[config.mk]
export PLATFORM = sky130hd
export DESIGN_NAME = refill_ctrl
export DESIGN_NICKNAME = d
export VERILOG_FILES = /design/src/rtl/refill_pkg.sv /design/src/rtl/refill_bank.sv /design/src/rtl/refill_seq.sv /design/src/rtl/refill_meter.sv /design/src/rtl/refill_ctrl.sv
export SDC_FILE = /design/constraint.sdc
export NUM_CORES = 1
export LEC_CHECK = 0
export CORE_UTILIZATION = 40
export CTS_BUF_LIST = sky130_fd_sc_hd__clkbuf_4
export CTS_CLUSTER_SIZE = 12
export DETAILED_ROUTE_END_ITERATION = 7
export PLACE_DENSITY = 0.68
export SYNTH_ARGS = -nofsm -noshare
export SYNTH_HDL_FRONTEND = slang
export SYNTH_SLANG_ARGS = --single-unit
[constraint.sdc]
create_clock -name clk -period 3.2 [get_ports clk]
set_input_delay 0.64 -clock clk [delete_from_list [all_inputs] [get_ports clk]]
set_output_delay 0.64 -clock clk [all_outputs]
set_load 0.005 [all_outputs]
[src/rtl/refill_pkg.sv]
package refill_pkg;

    typedef enum logic [1:0] {
        ORG_NARROW = 2'd0,
        ORG_WIDE   = 2'd1,
        ORG_BANKED = 2'd2,
        ORG_RSVD   = 2'd3
    } org_e;

    typedef enum logic [1:0] {
        ST_IDLE,
        ST_ADDR,
        ST_WAIT,
        ST_DONE
    } st_e;

    // The reserved code falls back to the one-word-wide layout
    function automatic org_e org_decode(input logic [1:0] code);
        return (code == 2'd3) ? ORG_NARROW : org_e'(code);
    endfunction

    // Refill penalty in bus cycles for a layout
    function automatic int unsigned penalty_of(input org_e o,
                                               input int unsigned lat,
                                               input int unsigned words);
        case (o)
            ORG_WIDE:   return 1 + lat + 1;
            ORG_BANKED: return 1 + lat + words;
            default:    return 1 + words * (lat + 1);
        endcase
    endfunction

endpackage

[src/rtl/refill_bank.sv]
module refill_bank #(
    parameter int AW = 32,
    parameter int DW = 32,
    parameter int LAT = 15,
    parameter logic [DW-1:0] SALT = '0
) (
    input  logic          clk,
    input  logic          rst,
    input  logic          start,
    input  logic          take,
    input  logic [AW-1:0] waddr,
    output logic          rdy,
    output logic [DW-1:0] data
);
    localparam int CW = $clog2(LAT + 1);

    logic [CW-1:0] cnt;
    logic          pend;
    logic [DW-1:0] data_q;

    always_ff @(posedge clk) begin
        if (rst) begin
            cnt    <= '0;
            pend   <= 1'b0;
            data_q <= '0;
        end else if (start) begin
            cnt    <= CW'(LAT);
            pend   <= 1'b1;
            data_q <= DW'(waddr) ^ SALT;
        end else begin
            if (cnt != '0) cnt <= cnt - 1'b1;
            if (take) pend <= 1'b0;
        end
    end

    assign rdy  = pend && (cnt == '0);
    assign data = data_q;


    bank_latency_chk: assert property (@(posedge clk) disable iff (rst)
        start |=> !rdy);

    bank_take_chk: assert property (@(posedge clk) disable iff (rst)
        take |-> rdy);

endmodule

[src/rtl/refill_seq.sv]
module refill_seq
    import refill_pkg::*;
#(
    parameter int WORDS = 4,
    parameter int AW = 32,
    localparam int IW = $clog2(WORDS)
) (
    input  logic             clk,
    input  logic             rst,
    input  logic             req_valid,
    input  logic [1:0]       req_org,
    input  logic [AW-1:0]    req_addr,
    input  logic [WORDS-1:0] bank_rdy,
    output logic             req_ready,
    output logic             accept,
    output logic [WORDS-1:0] start_mask,
    output logic [WORDS-1:0] take_mask,
    output logic [WORDS-1:0] rsp_mask,
    output logic [IW-1:0]    start_word,
    output logic [AW-1:0]    base_addr,
    output org_e             org_cur,
    output logic             busy,
    output logic             last_xfer,
    output logic             done
);
    localparam logic [IW-1:0] LAST = IW'(WORDS - 1);

    st_e           st;
    org_e          org_q;
    logic [IW-1:0] widx;
    logic [AW-1:0] base_q;
    logic          fire;

    assign req_ready = (st == ST_IDLE);
    assign accept    = req_valid && req_ready;
    assign busy      = (st == ST_ADDR) || (st == ST_WAIT);
    assign done      = (st == ST_DONE);
    assign org_cur   = org_q;
    assign base_addr = base_q;

    always_comb begin
        case (org_q)
            ORG_WIDE:   fire = &bank_rdy;
            ORG_BANKED: fire = bank_rdy[widx];
            default:    fire = bank_rdy[0];
        endcase
    end

    always_comb begin
        start_mask = '0;
        take_mask  = '0;
        rsp_mask   = '0;
        last_xfer  = 1'b0;
        start_word = (st == ST_ADDR) ? '0 : widx + 1'b1;
        if (st == ST_ADDR) begin
            start_mask = (org_q == ORG_NARROW) ? WORDS'(1) : '1;
        end else if (st == ST_WAIT && fire) begin
            last_xfer = (org_q == ORG_WIDE) || (widx == LAST);
            case (org_q)
                ORG_WIDE: begin
                    take_mask = '1;
                    rsp_mask  = '1;
                end
                ORG_BANKED: begin
                    take_mask[widx] = 1'b1;
                    rsp_mask[widx]  = 1'b1;
                end
                default: begin
                    take_mask[0]   = 1'b1;
                    rsp_mask[widx] = 1'b1;
                    if (widx != LAST) start_mask[0] = 1'b1;
                end
            endcase
        end
    end

    always_ff @(posedge clk) begin
        if (rst) begin
            st     <= ST_IDLE;
            org_q  <= ORG_NARROW;
            widx   <= '0;
            base_q <= '0;
        end else begin
            case (st)
                ST_IDLE: if (accept) begin
                    st     <= ST_ADDR;
                    org_q  <= org_decode(req_org);
                    widx   <= '0;
                    base_q <= {req_addr[AW-1:IW], {IW{1'b0}}};
                end
                ST_ADDR: st <= ST_WAIT;
                ST_WAIT: if (fire) begin
                    widx <= widx + 1'b1;
                    if (last_xfer) st <= ST_DONE;
                end
                default: st <= ST_IDLE;
            endcase
        end
    end


    accept_busy_chk: assert property (@(posedge clk) disable iff (rst)
        accept |=> (busy && !req_ready));

    done_idle_chk: assert property (@(posedge clk) disable iff (rst)
        done |=> req_ready);

    addr_phase_chk: assert property (@(posedge clk) disable iff (rst)
        (st == ST_ADDR) |-> (rsp_mask == '0));

endmodule

[src/rtl/refill_meter.sv]
module refill_meter #(
    parameter int PW = 8
) (
    input  logic          clk,
    input  logic          rst,
    input  logic          accept,
    input  logic          busy,
    input  logic          last_xfer,
    output logic [PW-1:0] penalty
);
    logic [PW-1:0] cyc;
    logic [PW-1:0] pen_q;

    always_ff @(posedge clk) begin
        if (rst) begin
            cyc   <= '0;
            pen_q <= '0;
        end else begin
            if (accept)    cyc <= PW'(1);
            else if (busy) cyc <= cyc + 1'b1;
            if (last_xfer) pen_q <= cyc;
        end
    end

    assign penalty = pen_q;


    pen_hold_chk: assert property (@(posedge clk) disable iff (rst)
        !last_xfer |=> $stable(pen_q));

    xfer_busy_chk: assert property (@(posedge clk) disable iff (rst)
        last_xfer |-> busy);

endmodule

[src/rtl/refill_ctrl.sv]
module refill_ctrl
    import refill_pkg::*;
#(
    parameter int WORDS = 4,
    parameter int AW = 32,
    parameter int DW = 32,
    parameter int LAT = 15,
    parameter int PW = 8,
    parameter logic [DW-1:0] SALT = 32'h5A3C_0000
) (
    input  logic                clk,
    input  logic                rst,
    input  logic                req_valid,
    output logic                req_ready,
    input  logic [AW-1:0]       req_addr,
    input  logic [1:0]          req_org,
    output logic [WORDS-1:0]    rsp_mask,
    output logic [WORDS*DW-1:0] rsp_data,
    output logic                done,
    output logic [PW-1:0]       penalty
);
    localparam int IW = $clog2(WORDS);

    logic             accept;
    logic             busy;
    logic             last_xfer;
    logic [WORDS-1:0] start_mask;
    logic [WORDS-1:0] take_mask;
    logic [WORDS-1:0] bank_rdy;
    logic [IW-1:0]    start_word;
    logic [AW-1:0]    base_addr;
    org_e             org_cur;
    logic [DW-1:0]    bank_data [WORDS];

    refill_seq #(.WORDS(WORDS), .AW(AW)) u_seq (
        .clk(clk), .rst(rst),
        .req_valid(req_valid), .req_org(req_org), .req_addr(req_addr),
        .bank_rdy(bank_rdy), .req_ready(req_ready), .accept(accept),
        .start_mask(start_mask), .take_mask(take_mask), .rsp_mask(rsp_mask),
        .start_word(start_word), .base_addr(base_addr), .org_cur(org_cur),
        .busy(busy), .last_xfer(last_xfer), .done(done)
    );

    refill_meter #(.PW(PW)) u_meter (
        .clk(clk), .rst(rst), .accept(accept), .busy(busy),
        .last_xfer(last_xfer), .penalty(penalty)
    );

    for (genvar i = 0; i < WORDS; i++) begin : g_bank
        logic [AW-1:0] waddr;
        if (i == 0) begin : g_first
            assign waddr = {base_addr[AW-1:IW], start_word};
        end else begin : g_rest
            assign waddr = {base_addr[AW-1:IW], IW'(i)};
        end

        refill_bank #(.AW(AW), .DW(DW), .LAT(LAT), .SALT(SALT)) u_bank (
            .clk(clk), .rst(rst),
            .start(start_mask[i]), .take(take_mask[i]), .waddr(waddr),
            .rdy(bank_rdy[i]), .data(bank_data[i])
        );

        assign rsp_data[i*DW +: DW] =
            (org_cur == ORG_NARROW) ? bank_data[0] : bank_data[i];
    end


    penalty_value_chk: assert property (@(posedge clk) disable iff (rst)
        done |-> (penalty == PW'(penalty_of(org_cur, LAT, WORDS))));

    done_pulse_chk: assert property (@(posedge clk) disable iff (rst)
        done |=> !done);

    mask_shape_chk: assert property (@(posedge clk) disable iff (rst)
        $onehot0(rsp_mask) || (rsp_mask == '1));

    strobe_busy_chk: assert property (@(posedge clk) disable iff (rst)
        (rsp_mask != '0) |-> !req_ready);

endmodule

After elaboration in Yosys (flattened, before gate mapping)
Index checks and enable logic that the tools add are counted.

Bitwise logic cells: 1. Add/subtract/negate cells: 6. Multiplexer cells: 50. $lt $le $gt $ge: 2. Reduce and logical (&&, ||, !) cells: 35. Equality and inequality tests: 11.

Operators by type and width (number): 32-bit 2-to-1 mux (3); 4-bit 2-to-1 mux (14); 2-bit nonzero test (10); 1-bit 2-to-1 mux (19); 4-bit zero test (4); 4-bit nonzero test (4); 4-bit by 1-bit subtractor with 4-bit output (second input constant) (4); 2-bit 2-to-1 mux (7); 2-bit equality test (second input constant) (5); 8-bit by 1-bit adder with 8-bit output (second input constant) (1); 8-bit NOT (1); 1-bit logical AND (7); 2-bit inequality test (second input constant) (3); 2-bit case mux with 3 select lines (1); 3-bit case mux with 2 select lines (1); 3-bit AND reduction (2); 2-bit by 1-bit equality test with 1-bit output (second input constant) (2); 2-bit zero test (2); 2-bit case mux with 2 select lines (1); 4-bit AND reduction (1); 2-bit OR reduction (2); 2-bit by 3-bit < comparator with 1-bit output (second input constant) (1); 3-bit 2-to-1 mux (1); 2-bit by 1-bit adder with 2-bit output (second input constant) (1); 7 further kinds (8).

Bits of input ports: 37. Register bits after elaboration: 198. Output and inout port bits: 142. Logic and storage cells: 124.

Longest topological paths before layout
Gate-level depths: netlist (run 1).

Word-level depth: 11. Depth in mapped cells: 9. Mapped depth without buffers: 7.

By module
From an unflattened synthesis (run 1), not the netlist that was laid out.

Cell total of the unflattened synthesis: 951. Area total of the unflattened synthesis: 8832.2 sq um.

Modules (own cells, without submodules): refill_bank (cells an instance 130, area each 1356.3 sq um, instances 4, sequential area each 740.7 sq um); refill_seq (cells an instance 216, area each 1687.9 sq um, instances 1, sequential area each 720.7 sq um); refill_ctrl (cells an instance 150, area each 1089.8 sq um, instances 1, sequential area each 0.0 sq um); refill_meter (cells an instance 65, area each 629.4 sq um, instances 1, sequential area each 320.3 sq um).

Worst setup path before layout (run 1)
OpenSTA, ideal clock, no wires.

Path kind: register to output. Start: register g_bank[1].u_bank.cnt[0]. End: output port rsp_mask[0]. Path buffers: 1. Data required time: 2.560 ns. Arrival time: 1.901 ns. Cell stages (with the launch flop): 9. Setup slack: 0.659 ns. Cell sequence: dfxtp_1 > inv_1 > ha_1 > or3b_1 > buf_6 > o32ai_4 > o221ai_2 > a211oi_2 > o21a_1.

Cells in the longest elaborated chain, start to end: 8. Elaborated cells between the ends (all ways): 9. Classes of those cells: mux: 5; reduce/logical: 4.

Ends and longest elaborated chain: start, declared (line refill_bank.sv:17) `logic [CW-1:0] cnt;`; start signal, assigned (line refill_bank.sv:27) `cnt <= CW'(LAT);`; start signal, assigned (line refill_bank.sv:31) `if (cnt != '0) cnt <= cnt - 1'b1;`; 4-bit zero test (*) (line refill_bank.sv:36) `assign rdy = pend && (cnt == '0);`; 1-bit logical AND (*) (line refill_bank.sv:36); 1-bit binary-select mux with 2-bit select (line refill_seq.sv:44) `ORG_BANKED: fire = bank_rdy[widx];`; 1-bit 2-to-1 mux (implied by the code) (line refill_seq.sv:44); 1-bit case mux with 2 select lines (*) (line refill_seq.sv:42) `case (org_q)`; 1-bit logical AND (*) (line refill_seq.sv:57) `end else if (st == ST_WAIT && fire) begin`; 4-bit 2-to-1 mux (*) (line refill_seq.sv:57); 4-bit 2-to-1 mux (*) (line refill_seq.sv:55) `if (st == ST_ADDR) begin`; end, declared (line refill_ctrl.sv:17) `output logic [WORDS-1:0] rsp_mask,`.

Mark *: on every way between the ends. The rest lies on a longest branch, timed or not. The select of a mux whose other input is x is not followed.

Final worst setup path (run 1)
Start: register g_bank[1].u_bank.cnt[1]. End: output port rsp_mask[1].

The elaborated chain is that of the path after synthesis.

==> metrics.txt, run 1 <==
Yosys top cell by area=dfxtp_1; most common cell after layout, fill and taps aside=clkdlybuf4s50_1; Crit path largest cell delay=approximately 0.40 ns; critical path, cell by cell=inv_2, ha_4, or3b_4, buf_6, nor3_4, a21boi_2, a211oi_2, buf_4, buf_6, o21a_1, buf_2; filler cell count=approximately 1600; Critical Path Start=g_bank[1].u_bank.cnt[1]; CP endpoint kind=output port; DRC=0; Final Util=0.520; fin nets=between 900 and 1000; Buffers & Inverters on Critical Path=5; Final Hold Vio Count=0; Unique masters post-synth=46; I/O Buffers=between 150 and 200; # hold bufs at CTS=0; DR WL/cell=~13 um; failing checks=negative setup slack; WP data required=roughly 2.6 ns; RSZ-0062 raised after global routing=yes; Starting Density=0.411; Fmax=between 0.3 and 0.4 GHz; Layout area overhead=26.4%; Post-synth top flop=dfxtp_1; CP max FO=3; layout cells sized above 1=0.134; post-route cell area=0.00829 mm2; pin count of the biggest net entering global routing=140; Placed Area=about 0.0079 mm2; Slew @ Worst Pin=0.604 ns; CTS H-tree lvls=4; Die X=130 um; post-DR vias/cell=approximately 4.7; final worst setup slack=-0.0222 ns; top cell type's share of synthesized area=0.412; async set or reset register ratio after synthesis=0; initial antenna violation count=1; sequential fraction of the synthesis area=0.412; worst reg2reg endpoint=g_bank[0].u_bank.pend; slowest CP cell=or3b_4; Row Count=46; Sink Count=roughly 140; clk root buf=clkbuf_4; WL final=14900 um; post-route ant nets=0; worst skew pair latency=about 0.54 ns; Startpoint Class=flop; CP most frequent cell=buf_6; number of CTS-inserted buffers=17; Worst Path Arrival=about 2.6 ns; Post-Syn Instances=793; Crit path depth=11; Min-Delay Path Class=reg2reg; Pre-antenna DRT Iters=4; worst r2r path cells=8; total congestion overflow=0; vias in the first global route=a little under 5000; Final setup viols=1; die area=between 0.015 and 0.02 mm2; Setup WS pre-CTS=around 0.034 ns; Area contributors post-synth=dfxtp_1, buf_4, nand2_1, a21oi_1, mux2_2; Slew Limit Fails=0; global-route wire length before repair=between 20000 and 25000 um; number of synthesized flops with an enable pin=0; # IOs=between 150 and 200; Yosys reg bits=about 140; Max transition margin=0.587; period utilization=1.01; commonest cells after routing, fill and taps aside=clkdlybuf4s50_1, nand2_1, dfxtp_1, a21oi_1, nor2_1; Crit path max-delay family=buffers and inverters; Crit Path Class=reg2out; synthesized net count=851; post-synth design cell area=around 0.0066 mm2; routed vias=between 5000 and 6000; maximum clock insertion buffer count=2; Core Footprint=roughly 0.016 mm2; status=finished with violations; Worst Setup EP=rsp_mask[1]; r2r startpoint=g_bank[1].u_bank.cnt[1]; clock skew=0.0207 ns; Avg Inst Size Synth=between 8 and 9 um2; hpwl dp=roughly 9500 um; routability cong.=0.859; Leak Pwr=3.05 nW; register-to-register setup slack=around 0.87 ns; die extent in y=around 130 um; clock-pin slew on the worst setup and hold paths=between 0.1 and 0.15 ns; PwrDens=about 690 mW/mm2; Max Cap Viol=0; overall global routing resource usage=0.181; number of DRC markers after the initial detailed-route iteration=between 200 and 250; peak supply drop=0.276 mV; total negative setup slack=-0.0222 ns; yosys warns=0; final worst path period need=3.22 ns; CTS tree=built
## timing repair
action | 4_1_cts | 5_1_grt
pin swaps | 5 | 6
buffers inserted | 7 | 2
gates resized for setup | 32 | 5
endpoints found under the setup margin | 4 | 4
## through the flow
step	std cells	hold WS [ns]	power [mW]
after global routing	1102	0.480	6.12
after global placement	1062	0.443	4.28
after floorplan	793	0.434	3.64
final	1102	0.460	5.69
after detailed placement	1062	0.446	4.33
after CTS	1101	0.464	5.75
## metal layers
metal / up-vias / part of all wire / global-route usage
met1: 2396 / 0.46 / 0.221
met2: 135 / 0.48 / 0.302
li1: 2672 / - / -
met3: 11 / 0.047 / 0.0508
met4: 0 / 0.015 / 0.0684
met5: - / 0 / 0
## registers in the layout, indices dropped and copies added (netlist names)
register            count
g_bank.u_bank.data     63
u_seq.base_addr        30
g_bank.u_bank.cnt      16
u_meter.cyc             8
u_meter.penalty         8
g_bank.u_bank.pend      4
u_seq.org_cur           2
u_seq.st                2
u_seq.widx              2
## tightest hold or removal path, cell delays in order (launching register included)
cell     delay, ns
dfxtp_1       0.33
nand2_1       0.05
a21oi_1       0.05
## worst min path at each step
stage / slack (ns) / to / depth (start not counted) / from
final: 0.46 / g_bank[3].u_bank.data[12] / 2 / g_bank[3].u_bank.data[12]
after global routing: 0.48 / g_bank[3].u_bank.data[14] / 2 / g_bank[3].u_bank.data[14]
after CTS: 0.46 / g_bank[3].u_bank.data[12] / 2 / g_bank[3].u_bank.data[12]
after detailed placement: 0.45 / g_bank[3].u_bank.data[12] / 2 / g_bank[3].u_bank.data[12]
after global placement: 0.44 / g_bank[3].u_bank.data[31] / 2 / g_bank[3].u_bank.data[31]
after floorplan: 0.43 / g_bank[3].u_bank.data[10] / 2 / g_bank[3].u_bank.data[10]
## synthesized netlist by cell type (2+ instances only)
master    instances
buf_2             2
and3_1            2
inv_1            17
o21a_1            4
or3_1             6
o21ai_0           7
a211o_1           3
mux2i_1          10
xnor2_1           5
nand3_1           4
a21oi_1         113
and2_1            2
nand2_1         165
nor3_1            9
a211oi_2          2
xor2_1            8
mux2_2           30
ha_1             21
nor2_1           46
buf_1             5
clkbuf_1         38
nand3b_1          2
or3b_1            3
a31oi_1           2
nand2b_1         23
a211oi_1          9
nor2b_1           4
dfxtp_1         135
buf_4            96
nand4_1           3
o31ai_1           2
## cell type report
cell class,count,area (um2),share of cell area
clock buffers,18,135,0.0163
multi-input cells,499,2960,0.357
flip-flops and latches,135,2710,0.327
clock inverters,14,198,0.0239
repair buffers,202,1950,0.236
inverters,17,63.8,0.00770
diodes,1,2.50,0.000302
well taps,216,270,0.0326
## cells by family (layout without fill, tap and decap cells)
group / Yosys count / count (layout) / synth area share
AO/OA/AOI/OAI: 151 / 151 / 0.134
XOR/XNOR: 13 / 13 / 0.0174
adder cells (fa/ha/maj): 21 / 21 / 0.0401
buffers and inverters: 159 / 251 / 0.148
flip-flops: 135 / 135 / 0.412
multiplexers: 41 / 41 / 0.0685
other: 0 / 1 / 0
AND/OR/NAND/NOR: 273 / 273 / 0.181
## power breakdown
group / switching [mW] / total [mW] / internal (mW)
combinational: 1.10 / 2.25 / 1.15
clock: 0.657 / 1.29 / 0.635
sequential: 0.202 / 2.15 / 1.95
Note: power is estimated with default switching activity, not from simulation.
==> run 2, diff against run 1 <==
CORE_UTILIZATION = 39   (was 40)
PLACE_DENSITY = 0.67   (was 0.68)
SLEW_MARGIN = 5   (was not set)
==> run 2 against run 1 <==
  * The flow still finishes with violations (negative setup slack)
  * Via count grew 1.0%
  * First-iteration DRC count grew 65%
  * Clock power shrank 19%
  * Non-clock buffer count grew 3
  * Global-route usage shrank 0.73 points
  * Design area shrank 0.23%
  * Total power shrank 4.1%
  * Core utilization shrank 1.9 points
  * Cell count grew 0.64%
  * Worst hold slack gained 0.0022 ns
  * Worst setup slack lost 0.044 ns
  * Count of clock-buffer cells in the layout shrank 1
  * Largest cell class unchanged
  * Largest power group unchanged
==> metrics.txt, run 2 (same netlist as run 1, synthesis figures left out) <==
WP data required=2.56 ns; Final Util=0.500; length of routed wiring on met1=about 6700 um; Layout area overhead=26.1%; status=finished with violations; total congestion overflow=0; Crit Path Class=reg2out; pin count of the biggest net entering global routing=56; Min-Delay Path Class=reg2reg; Fmax=a little over 0.3 GHz; clock skew=~0.019 ns; clk root buf=clkbuf_4; HP Start=g_bank[3].u_bank.data[23]; Slew Limit Fails=0; CP max FO=2; Combinational Power Share=0.414; Max Cap Viol=0; DR WL/cell=roughly 13 um; initial antenna violation count=1; WL final=approximately 15000 um; Die X=roughly 130 um; failing checks=negative setup slack; Startpoint Class=flop; top routing layer in use=met4; Max transition margin=0.607; Row Count=47; CP endpoint kind=output port; PwrDens=between 600 and 700 mW/mm2; maximum clock insertion buffer count=2; routability cong.=between 0.8 and 0.9; worst skew pair latency=roughly 0.54 ns; Final Hold Vio Count=0; Core Footprint=roughly 0.017 mm2; post-route ant nets=0; die area=about 0.017 mm2; Internal Power=around 3.5 mW; post-route cell area=about 0.0083 mm2; clock-pin slew on the worst setup and hold paths=between 0.1 and 0.15 ns; NetSw=approximately 2 mW; r2r startpoint=g_bank[1].u_bank.cnt[0]; global-route wire length before repair=approximately 24000 um; sequential power share=0.394; routed vias=roughly 5300; peak supply drop=0.280 mV; final hold slack=roughly 0.46 ns; number of DRC markers after the initial detailed-route iteration=approximately 410; clock share of power=0.192; hpwl dp=roughly 9700 um; max reg flops=between 60 and 70; RSZ-0062 raised after global routing=yes; DRC=0; Slew @ Worst Pin=0.589 ns; overall global routing resource usage=0.174; CTS tree=built; Starting Density=0.397; # IOs=around 180; Placed Area=a little under 0.008 mm2; CTS H-tree lvls=4; filler cell count=roughly 1600; I/O Buffers=roughly 180; layout cells sized above 1=0.136; post-DR vias/cell=4.75; commonest cells after routing, fill and taps aside=clkdlybuf4s50_1, nand2_1, dfxtp_1, a21oi_1, nor2_1; vias in the first global route=about 4800; # hold bufs at CTS=0; Pre-antenna DRT Iters=5; Met3 Wirelength=between 600 and 700 um; period utilization=1.02; most common cell after layout, fill and taps aside=clkdlybuf4s50_1; Final setup viols=3; Sink Count=135; fin nets=933; number of CTS-inserted buffers=17; Leak Pwr=3.05 nW; Critical Path Start=g_bank[1].u_bank.cnt[0]; met2 WL=between 7000 and 8000 um; final worst setup slack=-0.0662 ns; die extent in y=roughly 130 um; final worst path period need=3.27 ns; Worst Path Arrival=about 2.6 ns; Net Sw Frac=0.357
## run 2: changes by cell type in the layout (fill, tap and decap cells not counted), moves of 2 or more
cell | before | now
clkinv_2 | 0 | 3
buf_12 | 1 | 3
bufinv_16 | 4 | 1
buf_4 | 24 | 26
## run 2: layer usage
metal  GRT usage  vias to the layer above
met4      0.0556                        0
met1       0.215                     2425
met3      0.0475                       16
met5           0                        -
li1            -                     2688
met2       0.291                      137
## run 2: per-stage QoR
step	std cells	setup WS, ns	setup TNS (ns)	total power [mW]
CTS	1103	-0.102	-0.212	5.47
global placement	1064	0.0193	0	4.28
global route	1109	-0.218	-0.624	5.89
finish	1109	-0.0662	-0.124	5.46
floorplan	793	0.659	0	3.64
detailed placement	1064	-0.0153	-0.0153	4.31
## run 2: cell type report
class	instances	area, um2	area share
Antenna cell	2	5.00	0.000605
Clock buffer	17	128	0.0154
Clock inverter	14	128	0.0154
Inverter	17	63.8	0.00772
Multi-Input combinational cell	499	2960	0.358
Sequential cell	135	2710	0.328
Tap cell	220	275	0.0333
Timing Repair Buffer	205	2000	0.242
## run 2: power groups by stage
stage	Combinational (mW)	Sequential, mW	Clock [mW]
after floorplan	1.50	2.13	0
after global placement	2.10	2.17	0
after detailed placement	2.13	2.18	0
after CTS	2.22	2.15	1.09
after global routing	2.52	2.20	1.17
final	2.26	2.15	1.05
## run 2: repair_timing
item | CTS | global route
setup buffers | 9 | 5
resized for setup | 30 | 6
pin swaps | 5 | 6
setup endpoints to repair | 4 | 4
## run 2: worst paths after layout
kind,to,slack (ns),cells after the start
max,rsp_mask[2],-0.07,10
min,g_bank[3].u_bank.data[23],0.46,2
max reg2reg,u_meter.penalty[0],0.83,10
min reg2reg,g_bank[3].u_bank.data[23],0.46,2
## run 2: critical path, cell delays in order (launching register included)
cell,delay (ns)
dfxtp_2,0.34
inv_2,0.07
ha_4,0.13
or3b_4,0.40
buf_6,0.14
nor3_4,0.21
a21boi_2,0.12
a211oi_4,0.27
buf_4,0.16
o21a_1,0.14
buf_2,0.12
